[config.mk]
export PLATFORM = sky130hd
export DESIGN_NAME = instret_ctr
export DESIGN_NICKNAME = d
export VERILOG_FILES = /design/src/rtl/instret_pkg.sv /design/src/rtl/instret_half.sv /design/src/rtl/instret_rd_mux.sv /design/src/rtl/instret_ctr.sv
export SDC_FILE = /design/constraint.sdc
export NUM_CORES = 1
export LEC_CHECK = 0
export BUFFER_PORTS_ARGS = -buffer_cell sky130_fd_sc_hd__clkbuf_2
export CAP_MARGIN = 5
export CORE_UTILIZATION = 55
export DETAILED_ROUTE_END_ITERATION = 10
export PLACE_DENSITY_LB_ADDON = 0.15
export SYNTH_ARGS = -nofsm -noshare
export SYNTH_HDL_FRONTEND = slang
export SYNTH_SLANG_ARGS = --single-unit
[constraint.sdc]
create_clock -name clk_i -period 5.5 [get_ports clk_i]
set_input_delay 0 -clock clk_i [delete_from_list [all_inputs] [get_ports clk_i]]
set_output_delay 0 -clock clk_i [all_outputs]
set_load 0.02 [all_outputs]
[src/rtl/instret_pkg.sv]
package instret_pkg;
  localparam int unsigned XLEN_DEF  = 32;
  localparam int unsigned CNT_W_DEF = 64;
  localparam int unsigned IR_BIT_DEF = 2;
endpackage

[src/rtl/instret_half.sv]
module instret_half #(
  parameter int unsigned W = 32
) (
  input  logic         clk_i,
  input  logic         rst_ni,
  input  logic         inc_i,
  input  logic         we_i,
  input  logic [W-1:0] wdata_i,
  output logic [W-1:0] q_o
);
  logic [W-1:0] q, d;

  always_comb begin
    d = q + {{(W-1){1'b0}}, inc_i};
    if (we_i) d = wdata_i;
  end

  always_ff @(posedge clk_i or negedge rst_ni) begin
    if (!rst_ni) q <= '0;
    else         q <= d;
  end

  assign q_o = q;
endmodule

[src/rtl/instret_rd_mux.sv]
module instret_rd_mux #(
  parameter int unsigned W     = 32,
  parameter int unsigned N     = 2,
  parameter int unsigned SEL_W = 1
) (
  input  logic [N-1:0][W-1:0] words_i,
  input  logic [SEL_W-1:0]    sel_i,
  output logic [W-1:0]        rdata_o
);
  always_comb begin
    rdata_o = '0;
    for (int i = 0; i < N; i++)
      if (sel_i == SEL_W'(i)) rdata_o = words_i[i];
  end
endmodule

[src/rtl/instret_ctr.sv]
module instret_ctr #(
  parameter int unsigned XLEN   = instret_pkg::XLEN_DEF,
  parameter int unsigned CNT_W  = instret_pkg::CNT_W_DEF,
  parameter int unsigned IR_BIT = instret_pkg::IR_BIT_DEF,
  localparam int unsigned NWORD = CNT_W / XLEN,
  localparam int unsigned SEL_W = (NWORD > 1) ? $clog2(NWORD) : 1
) (
  input  logic             clk_i,
  input  logic             rst_ni,
  input  logic             retire_i,
  input  logic [XLEN-1:0]  countinhibit_i,
  input  logic [SEL_W-1:0] csr_sel_i,
  input  logic             csr_we_i,
  input  logic [XLEN-1:0]  csr_wdata_i,
  output logic [XLEN-1:0]  csr_rdata_o
);
  logic                       count_en;
  logic                       wr_en;
  logic [NWORD-1:0]           carry_in;
  logic [NWORD-1:0][XLEN-1:0] words;
  logic [CNT_W-1:0]           cnt_q;

  assign count_en    = retire_i & ~countinhibit_i[IR_BIT];
  assign wr_en       = retire_i & csr_we_i;
  assign carry_in[0] = count_en;

  for (genvar g = 0; g < NWORD; g++) begin : g_word
    // carry computed from old value, independent of any write to this word
    if (g < NWORD - 1) begin : g_carry
      assign carry_in[g+1] = carry_in[g] & (&words[g]);
    end
    instret_half #(.W(XLEN)) u_half (
      .clk_i   (clk_i),
      .rst_ni  (rst_ni),
      .inc_i   (carry_in[g]),
      .we_i    (wr_en && (csr_sel_i == SEL_W'(g))),
      .wdata_i (csr_wdata_i),
      .q_o     (words[g])
    );
    assign cnt_q[g*XLEN +: XLEN] = words[g];
  end

  instret_rd_mux #(.W(XLEN), .N(NWORD), .SEL_W(SEL_W)) u_rd_mux (
    .words_i (words),
    .sel_i   (csr_sel_i),
    .rdata_o (csr_rdata_o)
  );
endmodule

==> summary.txt, run 1 <==
Power and ir drop
  – Static leakage: 2.030 nW
  – Peak supply drop: around 0.21 mV
  – Pwr dens: 319.7 nW/um2

Global route
  – Initial antenna violation count: 0
  – Grt ovf: 0
  – Vias in the first global route: 3,470
  – Tot GR Track Use: between 20% and 30%
  – First-pass GRT wire length: roughly 17,000 um
  – Largest net degree at the start of global routing: 65

Cells and area
  – Area grow syn2layout: 23.34%
  – Fillers: 575
  – Post-layout net count: 613
  – Finished Layout Cells: approximately 640
  – N_diodes: 0
  – Share of cells above drive strength 1: around a quarter
  – Max reg flops: 64

Setup path
  – Worst setup path class: flip-flop to flip-flop
  – Worst Setup End Kind: flip-flop
  – Reg2Reg Launch Point: g_word[0].u_half.q_o[11]
  – Reg-to-reg setup timing slack: 2.32 ns
  – Depth of the worst register-to-register path: 11
  – Crit Path Max Fanout: 12
  – Worst setup SP type: flip-flop
  – CP Data Arrival Time: 3.36 ns
  – Worst r2r dst: g_word[1].u_half.q_o[28]
  – Data required, critical path: between 5 and 6 ns

Timing
  – Unrepaired setup endpoints after global routing: false
  – Tightest Pin Transition: 0.9418 ns
  – Rel. slew slack: around 37%
  – Setup violations, final: 0
  – Clock skew: ~0.007 ns
  – Period minus WS final: 3.177 ns
  – Final hold vios: 0
  – Fmax: ~310 MHz
  – TNS Setup: 0 ns
  – Min Hold Slack: between 0.2 and 0.3 ns
  – Max Slew Vio Count: 0
  – Crit share post-route: about 58%

Drt
  – DR vias: about 3,600
  – Residual DRC: 0
  – Via density: ~5.6
  – 1st-iter DRT viols: 242
  – Antenna Nets Post-Route: 0
  – Drt first pass iters: 4
  – Per-cell routed wire length: about 16 um
  – Routed WL: 10,010 um

Clock network
  – Total CTS buffers: 9
  – Post-CTS setup buffer count: 0
  – H-tree lvl count: 3
  – Bufs on Longest Clock Path: 2
  – Clock-pin slew on the worst setup and hold paths: roughly 0.070 ns
  – Cts repair resizes: 0
  – Clock root buffer: clkbuf_8
  – CTS tree: built
  – Sink Count: 64
  – Worst-Skew Late Latency: 0.33 ns

Floorplan
  – Initial Util: between 50% and 60%
  – Die Ht: a little under 90 um
  – Area of the core: 6907 um2
  – I/O pin count: roughly 100
  – Chip Width: between 80 and 90 um
  – Row cnt: 30
  – Die area: between 7000 and 8000 um2

Hold path
  – Hold depth: 4
  – Path type of the worst min-delay path: input pin to flip-flop
  – Min-Delay Endpoint: g_word[0].u_half.q_o[0]
  – Min-delay src: countinhibit_i[2]

Logic synthesis
  – Compound-gate portion of the synthesized area: a little under 8%
  – Simple-Gate Fraction of Synth Area: 25.02%
  – Synthesized instance count: 445
  – Cell area after synthesis: approximately 4000 um2
  – Adder-Cell Fraction of Synth Area: 1.250%
  – Largest family of logic cells by synthesized area: simple AND/OR/NAND/NOR gates
  – Yosys warnings: 0
  – Count of different cell masters after synthesis: 35
  – Seq/Total Area, Yosys: between 30% and 40%
  – Top post-synthesis cells by area: dfrtp_1, mux2_2, xnor2_1, xor2_1, nor2_1
  – Post-synthesis xor/xnor area fraction: 12.46%
  – Flops & latches, synth: 64
  – Mux share of post-synthesis cell area: about a tenth
  – Post-Syn Nets: 518
  – Area leader, netlist: dfrtp_1
  – Synth async-reset ratio: 100.0%
  – Most used DFF post-synth: dfrtp_1
  – Avg Cell Area, Syn: approximately 9 um2
  – Post-synth EDFFs: 0
  – Top-area cell type share of the netlist area: between 30% and 40%

Outcome
  – Outcome: complete, no violations

Place
  – Count of buffers from port buffering: 69
  – DP Wirelength: 6607 um
  – Placer congestion estimate: between 0.8 and 0.9
  – Placed cells: 592

Run
  – MaxCap Viol Count: 0
[cells by family (layout without fill, tap and decap cells)]
| logic type | count (synthesis) | after routing |
|---|---|---|
| flops | 64 | 64 |
| fa+ha+maj | 4 | 4 |
| simple gates | 192 | 192 |
| mux | 35 | 35 |
| buf+inv | 32 | 132 |
| xor+xnor | 57 | 57 |
| compound gates | 61 | 61 |
[what timing repair did]
action / in CTS / in global routing
endpoints found under the hold margin: 128 / 0
hold buffers: 33 / 0
endpoints found under the setup margin: 0 / 0
[worst max-delay path, stage by stage (launching register included)]
cell     delay (ns)
dfrtp_1        0.44
nand3_1        0.21
nor4_1         0.32
buf_4          0.23
and3_1         0.18
ha_1           0.20
ha_1           0.23
nand2_1        0.11
or3_4          0.47
nor4_1         0.40
xnor2_1        0.16
a21oi_1        0.08
[worst max-delay path by stage]
stage               cells past startpoint  slack, ns                      from                        to
global placement                       11       2.36   g_word[0].u_half.q_o[8]  g_word[1].u_half.q_o[28]
detailed placement                     11       2.38   g_word[0].u_half.q_o[8]  g_word[1].u_half.q_o[28]
finish                                 11       2.32  g_word[0].u_half.q_o[11]  g_word[1].u_half.q_o[28]
global route                           11       2.10  g_word[0].u_half.q_o[11]  g_word[1].u_half.q_o[28]
floorplan                              12       2.76   g_word[0].u_half.q_o[8]  g_word[1].u_half.q_o[24]
CTS                                    11       2.34  g_word[0].u_half.q_o[11]  g_word[1].u_half.q_o[28]
[cell usage after synthesis, types with 2 or more instances]
cell,count
nor4_1,4
buf_1,2
nor4_4,3
a31oi_1,2
clkbuf_1,14
and2_1,3
mux2_2,35
nand4_1,14
or3_1,2
xor2_1,27
nor2_1,49
buf_6,3
nor4_2,3
xnor2_1,30
a21oi_1,35
o21ai_0,14
and4_1,4
nand3_1,32
nor3_1,14
o21ai_1,9
ha_1,4
nand2_1,45
buf_2,3
nand3b_1,2
and3_1,10
inv_1,10
dfrtp_1,64
[cell type report]
class	count	area, um2	area share [%]
clock buffers	14	182.7	3.698
clock inverters	2	35.03	0.7092
inverters	10	37.54	0.7599
multi-input cells	349	2257	45.69
flip-flops and latches	64	1602	32.42
well taps	96	120.1	2.432
repair buffers	106	705.7	14.29
[metal layers]
| layer | routed length, um | up-vias | GRT usage (%) |
|---|---|---|---|
| li1 | - | 1737 | - |
| met1 | 4561 | 1707 | 38.05 |
| met2 | 4817 | 103 | 46.80 |
| met3 | 485 | 12 | 3.412 |
| met4 | 150 | 0 | 10.58 |
| met5 | 0 | - | 0 |
[through the flow]
step           area, um2   power, W  utilization [%]  setup slack [ns]
6_report            4940   0.001579            71.52             2.323
4_1_cts             4940   0.001584            71.52             2.341
5_1_grt             4940   0.001670            71.52             2.103
2_1_floorplan       4005  0.0009803                -             2.759
3_3_place_gp        4392   0.001107            63.59             2.361
3_5_place_dp        4392   0.001124            63.59             2.382
[layout by cell type, fill, tap and decap left out, types with 9 or more instances in the layout]
master | netlist | final
dfrtp_1 | 64 | 64
mux2_2 | 35 | 35
nand2_1 | 45 | 45
xnor2_1 | 30 | 30
clkbuf_2 | 0 | 69
nor3_1 | 14 | 14
nand4_1 | 14 | 14
inv_1 | 10 | 10
o21ai_1 | 9 | 9
nor2_1 | 49 | 49
o21ai_0 | 14 | 14
and3_1 | 10 | 10
xor2_1 | 27 | 27
dlygate4sd3_1 | 0 | 33
nand3_1 | 32 | 32
clkbuf_8 | 0 | 13
a21oi_1 | 35 | 35
[power by group]
group	internal (W)	switching [W]	total, W
clock	0.000259	0.000182	0.000440
sequential	0.000566	0.000127	0.000693
combinational	0.000212	0.000234	0.000446
total	0.00104	0.000543	0.00158
Power figures use the tool's default switching activity.
==> run 2, diff against run 1 <==
Settings changed: ABC_AREA from default to 1, CORE_UTILIZATION 55 to 50.
Clock period 5.5 ns to 2.85 ns, I/O delays scaled along.
==> run 2 against run 1 <==
Net effect:
- sequential share of layout area decreased by 3.4 points
- register-to-register slack worse by 2.1 ns
- count of clock-buffer cells in the layout is 1 lower
- critical endpoint is now g_word[1].u_half.q_o[12]
- highest routed layer unchanged
==> summary.txt, run 2 <==
Logic synthesis
  – Yosys warnings: 0
  – Avg Cell Area, Syn: a little over 6 um2
  – Top post-synthesis cells by count: nand2_1, nor2_1, inv_1
  – Synthesized instance count: 730
  – Post-Syn Nets: between 800 and 900
  – Count of different cell masters after synthesis: 25
  – Synth async-reset ratio: 100.0%
  – Flops & latches, synth: between 60 and 70
  – Top post-synthesis cells by area: dfrtp_1, nand2_1, nor2_1, nand3_1, inv_1
  – Area leader, netlist: dfrtp_1
  – Count leader, synth: nand2_1
  – Top-area cell type share of the netlist area: approximately 35%
  – Seq/Total Area, Yosys: between 30% and 40%
  – Post-synth EDFFs: 0
  – Cell area after synthesis: ~4500 um2
  – Most used DFF post-synth: dfrtp_1

Power and ir drop
  – Static leakage: ~2.8 nW
  – Pwr dens: about 550 nW/um2
  – Peak supply drop: between 0.2 and 0.25 mV
  – Total chip power: 0.003016 W

Cells and area
  – Commonest non-fill, non-tap cell in the layout: nand2_1
  – Post-layout net count: approximately 900
  – Max reg flops: 64
  – Utilization of the core after routing: 63.26%
  – Finished Layout Cells: about 940
  – N_diodes: 0
  – Register area: around 1600 um2
  – Share of cells above drive strength 1: 13.88%
  – Commonest cells after routing, fill and taps aside: nand2_1, nor2_1, inv_1, clkbuf_2, dfrtp_1
  – Area grow syn2layout: 22.13%
  – Fillers: roughly 820
  – Multi-input logic area: around 2600 um2

Floorplan
  – Die Ht: about 97 um
  – Die area: around 9400 um2
  – Area of the core: 8721 um2
  – I/O pin count: between 100 and 150
  – Initial Util: 51.79%
  – Row cnt: 34
  – Chip Width: between 90 and 100 um

Hold path
  – Path type of the worst min-delay path: input pin to async pin

Clock network
  – Clock-pin slew on the worst setup and hold paths: 0.08 ns
  – Post-CTS setup buffer count: 0
  – CTS tree: built
  – Sink Count: 64
  – Worst-Skew Late Latency: 0.36 ns
  – Clock root buffer: clkbuf_8
  – Bufs on Longest Clock Path: 2
  – Total CTS buffers: 9
  – H-tree lvl count: 3

Timing
  – TNS Setup: 0 ns
  – Setup ws final: between 0.2 and 0.25 ns
  – Final hold vios: 0
  – Period minus WS final: 2.601 ns
  – Fmax: approximately 380 MHz
  – Clock skew: roughly 0.0094 ns
  – Rel. slew slack: 60.90%
  – Tightest Pin Transition: between 0.5 and 0.6 ns
  – Setup violations, final: 0
  – Crit share post-route: 91.26%
  – Unrepaired setup endpoints after global routing: false
  – Max Slew Vio Count: 0

Global route
  – Vias in the first global route: between 4,000 and 5,000
  – Largest net degree at the start of global routing: 47
  – Grt ovf: 0
  – Tot GR Track Use: 33.67%
  – Initial antenna violation count: 0
  – First-pass GRT wire length: 24,700 um

Outcome
  – Outcome: complete, no violations

Place
  – Post-Place Worst Slack: 0.1178 ns
  – Placer congestion estimate: ~0.93
  – DP Wirelength: ~11,000 um
  – Count of buffers from port buffering: 69
  – Placed cells: roughly 900

Setup path
  – Depth of the worst register-to-register path: 13
  – Reg2Reg Launch Point: g_word[0].u_half.q_o[8]
  – Reg-to-reg setup timing slack: around 0.25 ns
  – Worst r2r dst: g_word[1].u_half.q_o[12]
  – Worst Setup End Kind: flip-flop
  – Worst setup SP type: flip-flop
  – Crit Path Max Fanout: 6
  – Data required, critical path: 3.15 ns
  – Worst setup path class: flip-flop to flip-flop
  – CP Data Arrival Time: around 2.9 ns

Drt
  – Routed WL: between 15,000 and 20,000 um
  – Via density: ~5.2
  – Per-cell routed wire length: 15.98 um
  – Antenna Nets Post-Route: 0
  – DR vias: ~4,900
  – Drt first pass iters: 5
  – 1st-iter DRT viols: 455
  – Residual DRC: 0

Run
  – MaxCap Viol Count: 0
==> run 2: cell types whose count changed in the layout (fill, tap and decap cells not counted), moves of 23 or more <==
cell / before / now
inv_1: 10 / 70
nor2_1: 49 / 82
xnor2_1: 30 / 5
mux2_2: 35 / 0
nand2_1: 45 / 320
nand3_1: 32 / 55
o21ai_0: 14 / 43
==> run 2: how the worst max path moves through the flow <==
stage                        startpoint                        to  slack, ns  cells past startpoint
2_1_floorplan  g_word[0].u_half.q_o[14]  g_word[1].u_half.q_o[20]       0.73                     13
3_3_place_gp    g_word[0].u_half.q_o[1]  g_word[1].u_half.q_o[24]       0.22                     13
3_5_place_dp    g_word[0].u_half.q_o[8]  g_word[1].u_half.q_o[24]       0.12                     13
4_1_cts         g_word[0].u_half.q_o[8]  g_word[1].u_half.q_o[24]       0.09                     13
5_1_grt        g_word[0].u_half.q_o[13]  g_word[1].u_half.q_o[30]      0.008                     13
6_report        g_word[0].u_half.q_o[8]  g_word[1].u_half.q_o[12]       0.25                     13
==> run 2: layout make-up <==
| type | count | share of cell area [%] |
|---|---|---|
| clock buffer | 13 | 2.880 |
| inverter | 73 | 4.967 |
| clock inverter | 3 | 0.7258 |
| timing repair buffer | 109 | 13.20 |
| sequential | 64 | 29.03 |
| multi-input combinational | 574 | 46.75 |
| tap | 108 | 2.450 |
==> run 2: logic make-up (layout without fill, tap and decap cells) <==
logic type | after synthesis | count (layout) | share of synthesized area [%]
xor gates and xnor gates | 19 | 19 | 3.684
adders and majority gates | 4 | 4 | 1.108
and+or+nand+nor | 483 | 483 | 44.10
buffers and inverters | 92 | 198 | 8.116
AOI/OAI and AO/OA | 68 | 68 | 7.535
DFF | 64 | 64 | 35.46
==> run 2: per-stage QoR <==
| step | cell area [um2] | hold slack [ns] |
|---|---|---|
| 2_1_floorplan | 4517 | -0.2956 |
| 3_3_place_gp | 4957 | -0.04471 |
| 3_5_place_dp | 4957 | -0.04098 |
| 4_1_cts | 5487 | 0.1114 |
| 5_1_grt | 5517 | 0.1349 |
| 6_report | 5517 | 0.09362 |
==> run 2: metal layers <==
layer / wire length, um / up-vias / part of all wire (%) / track usage (%)
met5: 0 / - / 0 / 0
met4: 409 / 0 / 2.7 / 11.94
met1: 6637 / 2250 / 44 / 46.37
met2: 6871 / 192 / 46 / 52.71
met3: 1165 / 31 / 7.7 / 6.647
li1: - / 2466 / - / -
==> run 2: report_power, final <==
part | switching [W] | internal, W
logic | 0.000572 | 0.000314
registers | 0.000215 | 0.00108
clock network | 0.000388 | 0.000450
total | 0.00117 | 0.00184
==> run 2: worst max-delay path, stage by stage, from the launching register on <==
cell     delay, ns
dfrtp_1       0.42
nand2_1       0.10
nor2_1        0.22
nand2_1       0.15
nor4_4        0.29
ha_1          0.22
ha_1          0.17
nand2_1       0.14
nor2_4        0.16
nand2_2       0.16
nor2_2        0.21
xor2_1        0.17
nand2_1       0.06
nand2_1       0.07
==> run 2: timing repair <==
action | CTS | global route
hold buffers | 33 | 0
endpoints found under the setup margin | 0 | 14
resized for setup | 0 | 5
endpoints found under the hold margin | 78 | 0
